`config.mk`:
```
export PLATFORM = sky130hd
export DESIGN_NAME = regen_ctrl_regs
export DESIGN_NICKNAME = d
export VERILOG_FILES = /design/src/rtl/regen_pkg.sv /design/src/rtl/regen_line_sync.sv /design/src/rtl/regen_i2c_target.sv /design/src/rtl/regen_regfile.sv /design/src/rtl/regen_ctrl_regs.sv
export SDC_FILE = /design/constraint.sdc
export NUM_CORES = 1
export LEC_CHECK = 0
export ABC_CLOCK_PERIOD_IN_PS = 2400
export CAP_MARGIN = 20
export CORE_UTILIZATION = 55
export CTS_BUF_LIST = sky130_fd_sc_hd__clkbuf_8
export CTS_CLUSTER_SIZE = 16
export DETAILED_ROUTE_END_ITERATION = 8
export PLACE_DENSITY = 0.85
export SYNTH_ARGS = -nofsm -noshare
export SYNTH_HDL_FRONTEND = slang
export SYNTH_SLANG_ARGS = --single-unit
```
`constraint.sdc`:
```
create_clock -name clk -period 2.4 [get_ports clk]
set_input_delay 0.48 -clock clk [delete_from_list [all_inputs] [get_ports clk]]
set_output_delay 0.48 -clock clk [all_outputs]
set_load 0.01 [all_outputs]
```
`src/rtl/regen_pkg.sv`:
```
// Package: shared constants and types for the retimer control register bank.
// Assumes an 8-bit register pointer and byte-wide registers.
package regen_pkg;

    localparam logic [7:0] PTR_IDENT = 8'h00;
    localparam logic [7:0] PTR_STAT  = 8'h01;
    localparam logic [7:0] PTR_CHAN  = 8'h02;
    localparam logic [7:0] PTR_INCTL = 8'h03;

    localparam logic [3:0] CHAN_FIXED_NIB = 4'hC;
    localparam logic [7:0] INCTL_DEFAULT  = 8'h12;

    // Field layout of the input-control byte, MSB first.
    typedef struct packed {
        logic       recal;
        logic       hyst_big;
        logic       hyst_on;
        logic       det_mode;
        logic       data_tri;
        logic       clk_tri;
        logic [1:0] spare;
    } inctl_t;

    typedef enum logic [2:0] {
        TG_IDLE,
        TG_RX,
        TG_RX_ACK,
        TG_TX,
        TG_TX_ACK
    } tgt_state_t;

endpackage

```
`src/rtl/regen_line_sync.sv`:
```
// Module: regen_line_sync
// Brings the two bus lines into the system clock domain through a
// parameterised flop chain. It then derives SCL edges and START/STOP events,
// which are SDA edges while SCL is high. Assumes the system clock is at least
// 10x SCL and that idle lines are high.
module regen_line_sync #(
    parameter int STAGES = 2
) (
    input  logic clk,
    input  logic rst_n,
    input  logic scl_raw,
    input  logic sda_raw,
    output logic sda_s,
    output logic scl_rise,
    output logic scl_fall,
    output logic start_det,
    output logic stop_det
);
    logic [STAGES-1:0] scl_p;
    logic [STAGES-1:0] sda_p;
    logic              scl_q;
    logic              sda_q;
    logic              scl_s;

    // One flop per stage; stage 0 takes the pin.
    for (genvar g = 0; g < STAGES; g++) begin : g_stage
        if (g == 0) begin : g_first
            always_ff @(posedge clk) begin
                if (!rst_n) begin
                    scl_p[g] <= 1'b1;
                    sda_p[g] <= 1'b1;
                end else begin
                    scl_p[g] <= scl_raw;
                    sda_p[g] <= sda_raw;
                end
            end
        end else begin : g_next
            always_ff @(posedge clk) begin
                if (!rst_n) begin
                    scl_p[g] <= 1'b1;
                    sda_p[g] <= 1'b1;
                end else begin
                    scl_p[g] <= scl_p[g-1];
                    sda_p[g] <= sda_p[g-1];
                end
            end
        end
    end

    assign scl_s = scl_p[STAGES-1];
    assign sda_s = sda_p[STAGES-1];

    // Hold the previous synchronised values for edge detection.
    always_ff @(posedge clk) begin
        if (!rst_n) begin
            scl_q <= 1'b1;
            sda_q <= 1'b1;
        end else begin
            scl_q <= scl_s;
            sda_q <= sda_s;
        end
    end

    // Edge and bus-condition decode.
    always_comb begin
        scl_rise  = scl_s & ~scl_q;
        scl_fall  = ~scl_s & scl_q;
        start_det = scl_s & scl_q & sda_q & ~sda_s;
        stop_det  = scl_s & scl_q & ~sda_q & sda_s;
    end

endmodule

```
`src/rtl/regen_i2c_target.sv`:
```
// Module: regen_i2c_target
// Byte-level two-wire target engine. It shifts bits in on SCL rises and
// changes SDA only after SCL falls. It acknowledges its own address and
// every written byte. It hands written bytes to the register file, marking
// the first byte as the pointer. In read mode it shifts out rd_data and
// requests a pointer advance after each byte. Assumes the edge and condition
// strobes from regen_line_sync.
module regen_i2c_target
    import regen_pkg::*;
(
    input  logic       clk,
    input  logic       rst_n,
    input  logic [6:0] dev_addr,
    input  logic       sda_s,
    input  logic       scl_rise,
    input  logic       scl_fall,
    input  logic       start_det,
    input  logic       stop_det,
    input  logic [7:0] rd_data,
    output logic       sda_oe,
    output logic       wr_stb,
    output logic       wr_is_ptr,
    output logic [7:0] wr_data,
    output logic       rd_adv
);
    tgt_state_t state;
    logic [3:0] bit_cnt;
    logic [7:0] rx_sh;
    logic [7:0] tx_sh;
    logic       addr_phase;
    logic       ptr_phase;
    logic       rd_mode;
    logic       host_ack;

    // Main bus sequencer: bit counting, acknowledge, shift in and shift out.
    always_ff @(posedge clk) begin
        if (!rst_n) begin
            state      <= TG_IDLE;
            bit_cnt    <= 4'd0;
            rx_sh      <= 8'h00;
            tx_sh      <= 8'h00;
            addr_phase <= 1'b0;
            ptr_phase  <= 1'b0;
            rd_mode    <= 1'b0;
            host_ack   <= 1'b0;
            sda_oe     <= 1'b0;
            wr_stb     <= 1'b0;
            wr_is_ptr  <= 1'b0;
            wr_data    <= 8'h00;
            rd_adv     <= 1'b0;
        end else begin
            wr_stb <= 1'b0;
            rd_adv <= 1'b0;
            if (start_det) begin
                state      <= TG_RX;
                bit_cnt    <= 4'd0;
                addr_phase <= 1'b1;
                sda_oe     <= 1'b0;
            end else if (stop_det) begin
                state  <= TG_IDLE;
                sda_oe <= 1'b0;
            end else begin
                case (state)
                    TG_RX: begin
                        if (scl_rise && bit_cnt < 4'd8) begin
                            rx_sh   <= {rx_sh[6:0], sda_s};
                            bit_cnt <= bit_cnt + 4'd1;
                        end else if (scl_fall && bit_cnt == 4'd8) begin
                            if (addr_phase) begin
                                if (rx_sh[7:1] == dev_addr) begin
                                    sda_oe    <= 1'b1;
                                    rd_mode   <= rx_sh[0];
                                    ptr_phase <= ~rx_sh[0];
                                    state     <= TG_RX_ACK;
                                end else begin
                                    state <= TG_IDLE;
                                end
                            end else begin
                                sda_oe    <= 1'b1;
                                wr_stb    <= 1'b1;
                                wr_is_ptr <= ptr_phase;
                                wr_data   <= rx_sh;
                                ptr_phase <= 1'b0;
                                state     <= TG_RX_ACK;
                            end
                        end
                    end
                    TG_RX_ACK: begin
                        if (scl_fall) begin
                            bit_cnt    <= 4'd0;
                            addr_phase <= 1'b0;
                            if (rd_mode) begin
                                tx_sh  <= rd_data;
                                sda_oe <= ~rd_data[7];
                                state  <= TG_TX;
                            end else begin
                                sda_oe <= 1'b0;
                                state  <= TG_RX;
                            end
                        end
                    end
                    TG_TX: begin
                        if (scl_rise) begin
                            bit_cnt <= bit_cnt + 4'd1;
                        end else if (scl_fall) begin
                            if (bit_cnt == 4'd8) begin
                                sda_oe <= 1'b0;
                                rd_adv <= 1'b1;
                                state  <= TG_TX_ACK;
                            end else begin
                                tx_sh  <= {tx_sh[6:0], 1'b0};
                                sda_oe <= ~tx_sh[6];
                            end
                        end
                    end
                    TG_TX_ACK: begin
                        if (scl_rise) begin
                            host_ack <= ~sda_s;
                        end else if (scl_fall) begin
                            bit_cnt <= 4'd0;
                            if (host_ack) begin
                                tx_sh  <= rd_data;
                                sda_oe <= ~rd_data[7];
                                state  <= TG_TX;
                            end else begin
                                state <= TG_IDLE;
                            end
                        end
                    end
                    default: ;
                endcase
            end
        end
    end

endmodule

```
`src/rtl/regen_regfile.sv`:
```
// Module: regen_regfile
// Register storage, pointer and read mux. It holds the power-down bit, the
// soft-reset countdown and the input-control byte. It synchronises the
// clock-present status. Assumes write and advance strobes last one cycle.
module regen_regfile
    import regen_pkg::*;
#(
    parameter logic [3:0] IDENT_NIB  = 4'h3,
    parameter logic [3:0] REV_NIB    = 4'h1,
    parameter int         RST_CYCLES = 16
) (
    input  logic       clk,
    input  logic       rst_n,
    input  logic       wr_stb,
    input  logic       wr_is_ptr,
    input  logic [7:0] wr_data,
    input  logic       rd_adv,
    input  logic       clk_detect,
    output logic [7:0] rd_data,
    output logic       pd_bit,
    output logic       soft_rst,
    output inctl_t     inctl
);
    localparam int CW = $clog2(RST_CYCLES + 1);

    logic [7:0]    ptr;
    logic [CW-1:0] rst_cnt;
    logic [1:0]    det_sync;
    logic          data_wr;

    assign data_wr  = wr_stb & ~wr_is_ptr;
    assign soft_rst = (rst_cnt != '0);

    // Register pointer: loaded by the first byte, advanced after each data byte.
    always_ff @(posedge clk) begin
        if (!rst_n) begin
            ptr <= 8'h00;
        end else if (wr_stb) begin
            ptr <= wr_is_ptr ? wr_data : ptr + 8'd1;
        end else if (rd_adv) begin
            ptr <= ptr + 8'd1;
        end
    end

    // Soft-reset countdown, started by a write of bit 4 of the channel byte.
    always_ff @(posedge clk) begin
        if (!rst_n) begin
            rst_cnt <= '0;
        end else if (rst_cnt != '0) begin
            rst_cnt <= rst_cnt - CW'(1);
        end else if (data_wr && ptr == PTR_CHAN && wr_data[4]) begin
            rst_cnt <= CW'(RST_CYCLES);
        end
    end

    // Power-down bit and input-control byte; both restored during soft reset.
    always_ff @(posedge clk) begin
        if (!rst_n || soft_rst) begin
            pd_bit <= 1'b0;
            inctl  <= INCTL_DEFAULT;
        end else if (data_wr) begin
            if (ptr == PTR_CHAN) begin
                pd_bit <= wr_data[5];
            end
            if (ptr == PTR_INCTL) begin
                inctl <= wr_data;
            end
        end
    end

    // Two-flop capture of the asynchronous clock-present status.
    always_ff @(posedge clk) begin
        if (!rst_n) begin
            det_sync <= 2'b00;
        end else begin
            det_sync <= {det_sync[0], clk_detect};
        end
    end

    // Read mux over the pointer; unimplemented space reads zero.
    always_comb begin
        case (ptr)
            PTR_IDENT: rd_data = {IDENT_NIB, REV_NIB};
            PTR_STAT:  rd_data = {5'b00000, det_sync[1], 2'b00};
            PTR_CHAN:  rd_data = {2'b00, pd_bit, soft_rst, CHAN_FIXED_NIB};
            PTR_INCTL: rd_data = inctl;
            default:   rd_data = 8'h00;
        endcase
    end

endmodule

```
`src/rtl/regen_ctrl_regs.sv`:
```
// Module: regen_ctrl_regs (top)
// Control register bank of a three-channel retimer, reached over a two-wire
// target port. It joins the line synchroniser, the byte engine and the
// register file, and merges the power-down pin. Assumes the system clock is at
// least 10x SCL and an external pull-up on SDA.
module regen_ctrl_regs
    import regen_pkg::*;
#(
    parameter logic [3:0] IDENT_NIB   = 4'h3,
    parameter logic [3:0] REV_NIB     = 4'h1,
    parameter int         SYNC_STAGES = 2,
    parameter int         RST_CYCLES  = 16
) (
    input  logic       clk,
    input  logic       rst_n,
    input  logic       scl_in,
    input  logic       sda_in,
    input  logic [6:0] dev_addr,
    output logic       sda_oe,
    input  logic       pd_pin,
    input  logic       clk_detect,
    output logic       pd_out,
    output logic       soft_rst_out,
    output logic       clk_in_tri,
    output logic       data_in_tri,
    output logic       detect_mode,
    output logic       hyst_en,
    output logic       hyst_20mv,
    output logic       recal_req
);
    logic       sda_s;
    logic       scl_rise;
    logic       scl_fall;
    logic       start_det;
    logic       stop_det;
    logic       wr_stb;
    logic       wr_is_ptr;
    logic [7:0] wr_data;
    logic       rd_adv;
    logic [7:0] rd_data;
    logic       pd_bit;
    inctl_t     inctl;

    regen_line_sync #(.STAGES(SYNC_STAGES)) i_sync (
        .clk       (clk),
        .rst_n     (rst_n),
        .scl_raw   (scl_in),
        .sda_raw   (sda_in),
        .sda_s     (sda_s),
        .scl_rise  (scl_rise),
        .scl_fall  (scl_fall),
        .start_det (start_det),
        .stop_det  (stop_det)
    );

    regen_i2c_target i_tgt (
        .clk       (clk),
        .rst_n     (rst_n),
        .dev_addr  (dev_addr),
        .sda_s     (sda_s),
        .scl_rise  (scl_rise),
        .scl_fall  (scl_fall),
        .start_det (start_det),
        .stop_det  (stop_det),
        .rd_data   (rd_data),
        .sda_oe    (sda_oe),
        .wr_stb    (wr_stb),
        .wr_is_ptr (wr_is_ptr),
        .wr_data   (wr_data),
        .rd_adv    (rd_adv)
    );

    regen_regfile #(
        .IDENT_NIB  (IDENT_NIB),
        .REV_NIB    (REV_NIB),
        .RST_CYCLES (RST_CYCLES)
    ) i_regs (
        .clk        (clk),
        .rst_n      (rst_n),
        .wr_stb     (wr_stb),
        .wr_is_ptr  (wr_is_ptr),
        .wr_data    (wr_data),
        .rd_adv     (rd_adv),
        .clk_detect (clk_detect),
        .rd_data    (rd_data),
        .pd_bit     (pd_bit),
        .soft_rst   (soft_rst_out),
        .inctl      (inctl)
    );

    // Output mapping: merged power-down and input-control fields.
    always_comb begin
        pd_out      = pd_bit | pd_pin;
        clk_in_tri  = inctl.clk_tri;
        data_in_tri = inctl.data_tri;
        detect_mode = inctl.det_mode;
        hyst_en     = inctl.hyst_on;
        hyst_20mv   = inctl.hyst_big;
        recal_req   = inctl.recal;
    end

endmodule

```
# After elaboration in Yosys (flattened, before gate mapping)

Index checks and enable logic that the tools add are counted.

Equal/unequal tests: 33
Multiplexer cells: 56
Reductions and logical operators: 32
Add/subtract/negate cells: 3
$lt $le $gt $ge: 1
Bitwise logic cells: 26

Operator list:

| cell                                                                   | count |
|---|---|
| 7-bit 2-to-1 mux                                                       | 8 |
| 8-bit case mux with 4 select lines                                     | 1 |
| 3-bit 2-to-1 mux                                                       | 8 |
| 8-bit 2-to-1 mux                                                       | 3 |
| 1-bit 2-to-1 mux                                                       | 22 |
| 7-bit case mux with 3 select lines                                     | 1 |
| 2-bit by 1-bit != test with 1-bit output (second input constant)       | 10 |
| 4-bit by 3-bit != test with 1-bit output (second input constant)       | 5 |
| 9-bit AND reduction                                                    | 2 |
| 1-bit NOT                                                              | 17 |
| 8-bit by 2-bit equality test with 1-bit output (second input constant) | 2 |
| 4-bit 2-to-1 mux                                                       | 4 |
| 4-bit case mux with 4 select lines                                     | 1 |
| 4-bit != test (second input constant)                                  | 3 |
| 3-bit case mux with 4 select lines                                     | 1 |
| 6-bit AND reduction                                                    | 2 |
| 6-bit OR reduction                                                     | 2 |
| 11-bit AND reduction                                                   | 1 |
| 5-bit 2-to-1 mux                                                       | 2 |
| 2-bit != test (second input constant)                                  | 5 |
| 10-bit AND reduction                                                   | 1 |
| 8-bit by 1-bit adder with 8-bit output (second input constant)         | 1 |
| 1-bit bitwise AND                                                      | 8 |
| 8-bit by 1-bit equality test with 1-bit output (second input constant) | 1 |
| other kinds (28)                                                       | 40 |

Register bits after elaboration: 68

# Depth between registers and ports, before layout

Depth in word-level cells: 8
Mapped depth: 8
Mapped depth without buffers: 8

# Modules after synthesis

Synthesis repeated with hierarchy kept, for this count alone.

Cell total of the unflattened synthesis: 418
Area total of the unflattened synthesis: 3545.9 µm²

Modules (own cells, without submodules):

| module           | cells an instance | area an instance (µm²) | instances | seq. area each (µm²) |
|---|---|---|---|---|
| regen_i2c_target | 240               | 1994.4                 | 1         | 760.7 |
| regen_regfile    | 161               | 1355.0                 | 1         | 480.5 |
| regen_line_sync  | 16                | 190.2                  | 1         | 120.1 |
| regen_ctrl_regs  | 1                 | 6.3                    | 1         | 0.0 |

# Least setup slack after synthesis

OpenSTA, ideal clock, no wires.

Path kind: reg2reg
Start point: register i_regs.ptr[0]
End point: register i_tgt.tx_sh[4]
Path slack: 700 ps
Stages on the path, launching flop included: 8
Clock period less this slack: 1700 ps
Data arrival time: 1579 ps
Setup time: 121 ps
Required time: 2279 ps
Cells stage by stage: dfxtp_1 inv_1 ha_1 or4_1 nand4_1 nor2_1 a21oi_1 a21oi_1

Word-level cells in the longest chain between the ends: 6
Elaborated cells on any way between the ends: 11
Classes of those cells: eq/ne (3); mux (7); reduce/logical (1)

RTL lines:

| element                                                                      | RTL line                | source |
|---|---|---|
| start: declaration                                                           | regen_regfile.sv:26     | `logic [7:0] ptr;` |
| start signal: assignment                                                     | regen_regfile.sv:39     | `ptr <= wr_is_ptr ? wr_data : ptr + 8'd1;` |
| start signal: assignment                                                     | regen_regfile.sv:41     | `ptr <= ptr + 8'd1;` |
| 8-bit by 2-bit equality test with 1-bit output, or another cell as far along | regen_regfile.sv:82     | `case (ptr)` |
| 8-bit case mux with 4 select lines (*)                                       | regen_regfile.sv:82     |  |
| 7-bit 2-to-1 mux                                                             | regen_i2c_target.sv:121 | `if (host_ack) begin` |
| 7-bit 2-to-1 mux                                                             | regen_i2c_target.sv:119 | `end else if (scl_fall) begin` |
| 7-bit 2-to-1 mux                                                             | regen_i2c_target.sv:117 | `if (scl_rise) begin` |
| 7-bit case mux with 3 select lines (*)                                       | regen_i2c_target.sv:63  | `case (state)` |
| end signal: assignment                                                       | regen_i2c_target.sv:93  | `tx_sh <= rd_data;` |
| end signal: assignment                                                       | regen_i2c_target.sv:111 | `tx_sh <= {tx_sh[6:0], 1'b0};` |
| end signal: assignment                                                       | regen_i2c_target.sv:122 | `tx_sh <= rd_data;` |
| end: declaration                                                             | regen_i2c_target.sv:29  | `logic [7:0] tx_sh;` |

Mark *: on every way between the ends. The rest lies on a longest branch, timed or not. The select of a mux whose other input is x is not followed.
A chain may end at the register's enable or synchronous reset.

# Final worst setup path

Start point: input port pd_pin
End point: output port pd_out

Word-level cells in the longest chain between the ends: 1

RTL lines:

| element            | RTL line              | source |
|---|---|---|
| start: declaration | regen_ctrl_regs.sv:20 | `input logic pd_pin,` |
| 1-bit bitwise OR   | regen_ctrl_regs.sv:93 | `pd_out = pd_bit \| pd_pin;` |
| end: declaration   | regen_ctrl_regs.sv:22 | `output logic pd_out,` |

Every way passes these cells.

==> run_results.csv <==
group,metric,value,unit
final_layout,nets,405,
global_routing,grt_max_degree,37,
setup_path,critPathCaptureType,"primary output",
setup_path,critical_path_class,"in2out",
placement,place_hpwl,4.93,mm
cts,clk_latency,0.34,ns
setup_path,critPathArrivalTime,1.64,ns
logic_synthesis,postSynthAreaPerCell,9.04,um2
logic_synthesis,syn_area,3300,um2
setup_path,rrSetupSlack,0.45,ns
sta,max-slew-margin-rel,0.665,
logic_synthesis,ys.flop_type,"dfxtp_1",
status,status,"finished, final reports clean",
sta,rsz0062_at_grt,"no",
final_layout,drive_above_1_share,0.101,
setup_path,cp_slowest_stage_delay,0.47,ns
final_layout,final_cell_count_no_fill,460,
min_path,holdPathEnd,"i_sync.sda_s$_SDFF_PN1_",
setup_path,cp_data_required_time,1.92,ns
routing,drt_iter0_drc,137,
logic_synthesis,yosys-top-cells-area,"dfxtp_1, mux2i_1, nor2_1, ha_1, a21oi_1",
die,die_w,79.5,um
logic_synthesis,syn-num-nets,386,
setup_path,r2r_start,"i_regs.ptr[0]$_SDFFE_PN0P_",
final_layout,antenna_cells,0,
sta,tightest_slew,0.503,ns
setup_path,crit_buf_inv,2,
cts,clk_pin_slew,0.07,ns
final_layout,synthToLayoutAreaGrowth,13.7,%
sta,min_period_over_period,0.885,
routing,finalWirelength,6.98,mm
cts,clk_path_buf_depth,2,
sta,finalSetupViolCount,0,
cts,cts_tree,"yes",
logic_synthesis,yosysSeqAreaShare,0.412,
global_routing,antenna_found_initial,0,
sta,setup_tns,0,ns
die,core,5640,um2
power_and_ir_drop,p_leak,0.00147,uW
cts,postCtsHoldBufs,0,
min_path,min_from,"i_sync.sda_p[0]$_SDFF_PN1_",
routing,final_antenna_net_count,0,
logic_synthesis,synth_top_cells_by_count,"dfxtp_1, nor2_1, mux2i_1",
setup_path,rr_endpoint,"i_tgt.tx_sh[5]$_SDFFE_PN0P_",
power_and_ir_drop,power_density,698,nW/um2
setup_path,cp_max_fo,1,
setup_path,crit_chain,"clkdlybuf4s50_1 -> or2_2 -> clkdlybuf4s50_1",
setup_path,startpoint_type,"input pin",
routing,via_per_inst,5.92,
logic_synthesis,yosysTopAreaCellShare,0.412,
setup_path,cpMostUsedCell,"clkdlybuf4s50_1",
power_and_ir_drop,p_clk_frac,0.373,
placement,port_buffers,21,
logic_synthesis,synth.distinct_cells,64,
logic_synthesis,synth-edff-count,0,
die,ios,22,
power_and_ir_drop,vdd.ir_drop.worst,0.000595,V
logic_synthesis,synthesis.instances,365,
global_routing,grt_use_total,0.242,
cts,numCtsBuffers,9,
routing,firstDrtPassIters,5,
logic_synthesis,ys_seq_elements,68,
logic_synthesis,yosys_warnings,0,
setup_path,crit_family,"buffers and inverters",
die,rows,27,
min_path,hold_depth,1,
final_layout,final_area,3750,um2
placement,dp.cells,445,
setup_path,worst_path_max_delay_cell,"clkdlybuf4s50_1",
sta,max_freq,471,MHz
power_and_ir_drop,internal_power,1930,uW
final_layout,multi_input_area,1800,um2
die,fp.dieH,79.5,um
cts,h-tree-depth,3,
power_and_ir_drop,pwr-share-comb,0.161,
routing,wire_per_inst,15.2,um
die,start_util,0.585,
power_and_ir_drop,pwr-share-seq,0.466,
sta,drv_slew,0,
global_routing,grt_pass1_wl,11.8,mm
routing,vias,2724,
placement,gp_congestion,0.901,
flow_run,cap_viol_max_count,0,
sta,skew,0.00712,ns
placement,dpl_cell_area,3540,um2
die,fp.dieArea,6310,um2
sta,hold_viol,0,
final_layout,fillers,441,
sta,final.min_clock_period,2.12,ns
logic_synthesis,yosysMostFrequentCell,"dfxtp_1",
cts,clockRootBuffer,"clkbuf_8",
global_routing,overflow,0,
power_and_ir_drop,swShare,0.262,
logic_synthesis,yosysTopAreaCell,"dfxtp_1",
sta,holdWs,0.408,ns
logic_synthesis,synth-async-reset-ratio,0,
min_path,min_path_type,"reg2reg",
setup_path,worst-r2r-cell-count,7,
final_layout,seqCellArea,1360,um2
power_and_ir_drop,power.switching,687,uW
routing,route.detailed.drc,0,
cts,cts_sinks,68,
global_routing,grt_pass1_vias,2503,
[layer usage]
metal,vias up,share of wire,track usage
li1,1331,-,-
met1,1270,0.46,0.309
met2,100,0.47,0.385
met3,23,0.050,0.0514
met4,0,0.020,0.113
met5,-,0,0
[worst max path at each step]
stage / start / to / depth (start not counted)
final: pd_pin / pd_out / 3
after global routing: pd_pin / pd_out / 3
after CTS: i_regs.rst_cnt[0]$_SDFFE_PN0P_ / soft_rst_out / 5
after detailed placement: dev_addr[2] / i_tgt.state[1]$_SDFFE_PP0P_ / 6
after global placement: pd_pin / pd_out / 3
after floorplan: i_regs.ptr[0]$_SDFFE_PN0P_ / i_tgt.tx_sh[4]$_SDFFE_PN0P_ / 7
[per-stage QoR]
step / power [uW] / setup slack [ns] / utilization
after floorplan: 1530 / 0.700 / -
after global placement: 1640 / 0.267 / 0.627
after detailed placement: 1660 / 0.248 / 0.627
after CTS: 2640 / 0.0682 / 0.665
after global routing: 2730 / 0.246 / 0.665
final: 2620 / 0.275 / 0.665
[power by group through the flow]
stage / logic, uW / registers [uW] / clock network (uW)
3_5_place_dp: 415 / 1250 / 0
4_1_cts: 424 / 1220 / 993
6_report: 421 / 1220 / 976
5_1_grt: 464 / 1230 / 1040
3_3_place_gp: 400 / 1240 / 0
2_1_floorplan: 288 / 1240 / 0
[repair_timing]
action | in CTS | in global routing
endpoints found under the setup margin | 0 | 1
buffers inserted | 0 | 0
gates resized for setup | 0 | 1
[cell usage in the layout, fill, tap and decap left out, types with 9 or more instances in the layout]
cell | netlist | layout
mux2i_1 | 29 | 29
a21oi_1 | 18 | 18
clkdlybuf4s50_1 | 0 | 20
dfxtp_1 | 68 | 68
nand2_1 | 22 | 22
nor2_1 | 56 | 56
nand3_1 | 9 | 9
nand2b_1 | 11 | 11
clkbuf_8 | 0 | 12
inv_1 | 12 | 12
xnor2_1 | 10 | 10
[final cells by class]
cell class                 count  share of cell area
clock buffer                  12              0.0440
clock inverter                 3              0.0120
inverter                      13              0.0130
multi-input combinational    267               0.479
sequential                    68               0.363
tap                           72              0.0240
timing repair buffer          25              0.0647
[state kept, by name, summed over array words and instances (netlist names), 2 cells and up]
signal / cells
i_regs.ptr: 8
i_regs.inctl: 8
i_regs.rst_cnt: 5
i_regs.det_sync: 2
i_tgt.rx_sh: 8
i_tgt.bit_cnt: 4
i_tgt.state: 3
i_tgt.tx_sh: 7
i_tgt.wr_data: 8
[cells by family (layout without fill, tap and decap cells)]
kind of cell | after synthesis | in the layout | share of synthesized area
simple gates | 152 | 152 | 0.249
flops | 68 | 68 | 0.412
compound gates | 62 | 62 | 0.133
mux | 31 | 31 | 0.0948
buf+inv | 30 | 53 | 0.0425
xor+xnor | 14 | 14 | 0.0371
fa+ha+maj | 8 | 8 | 0.0303
No activity file was read; power rests on OpenSTA's default activity.
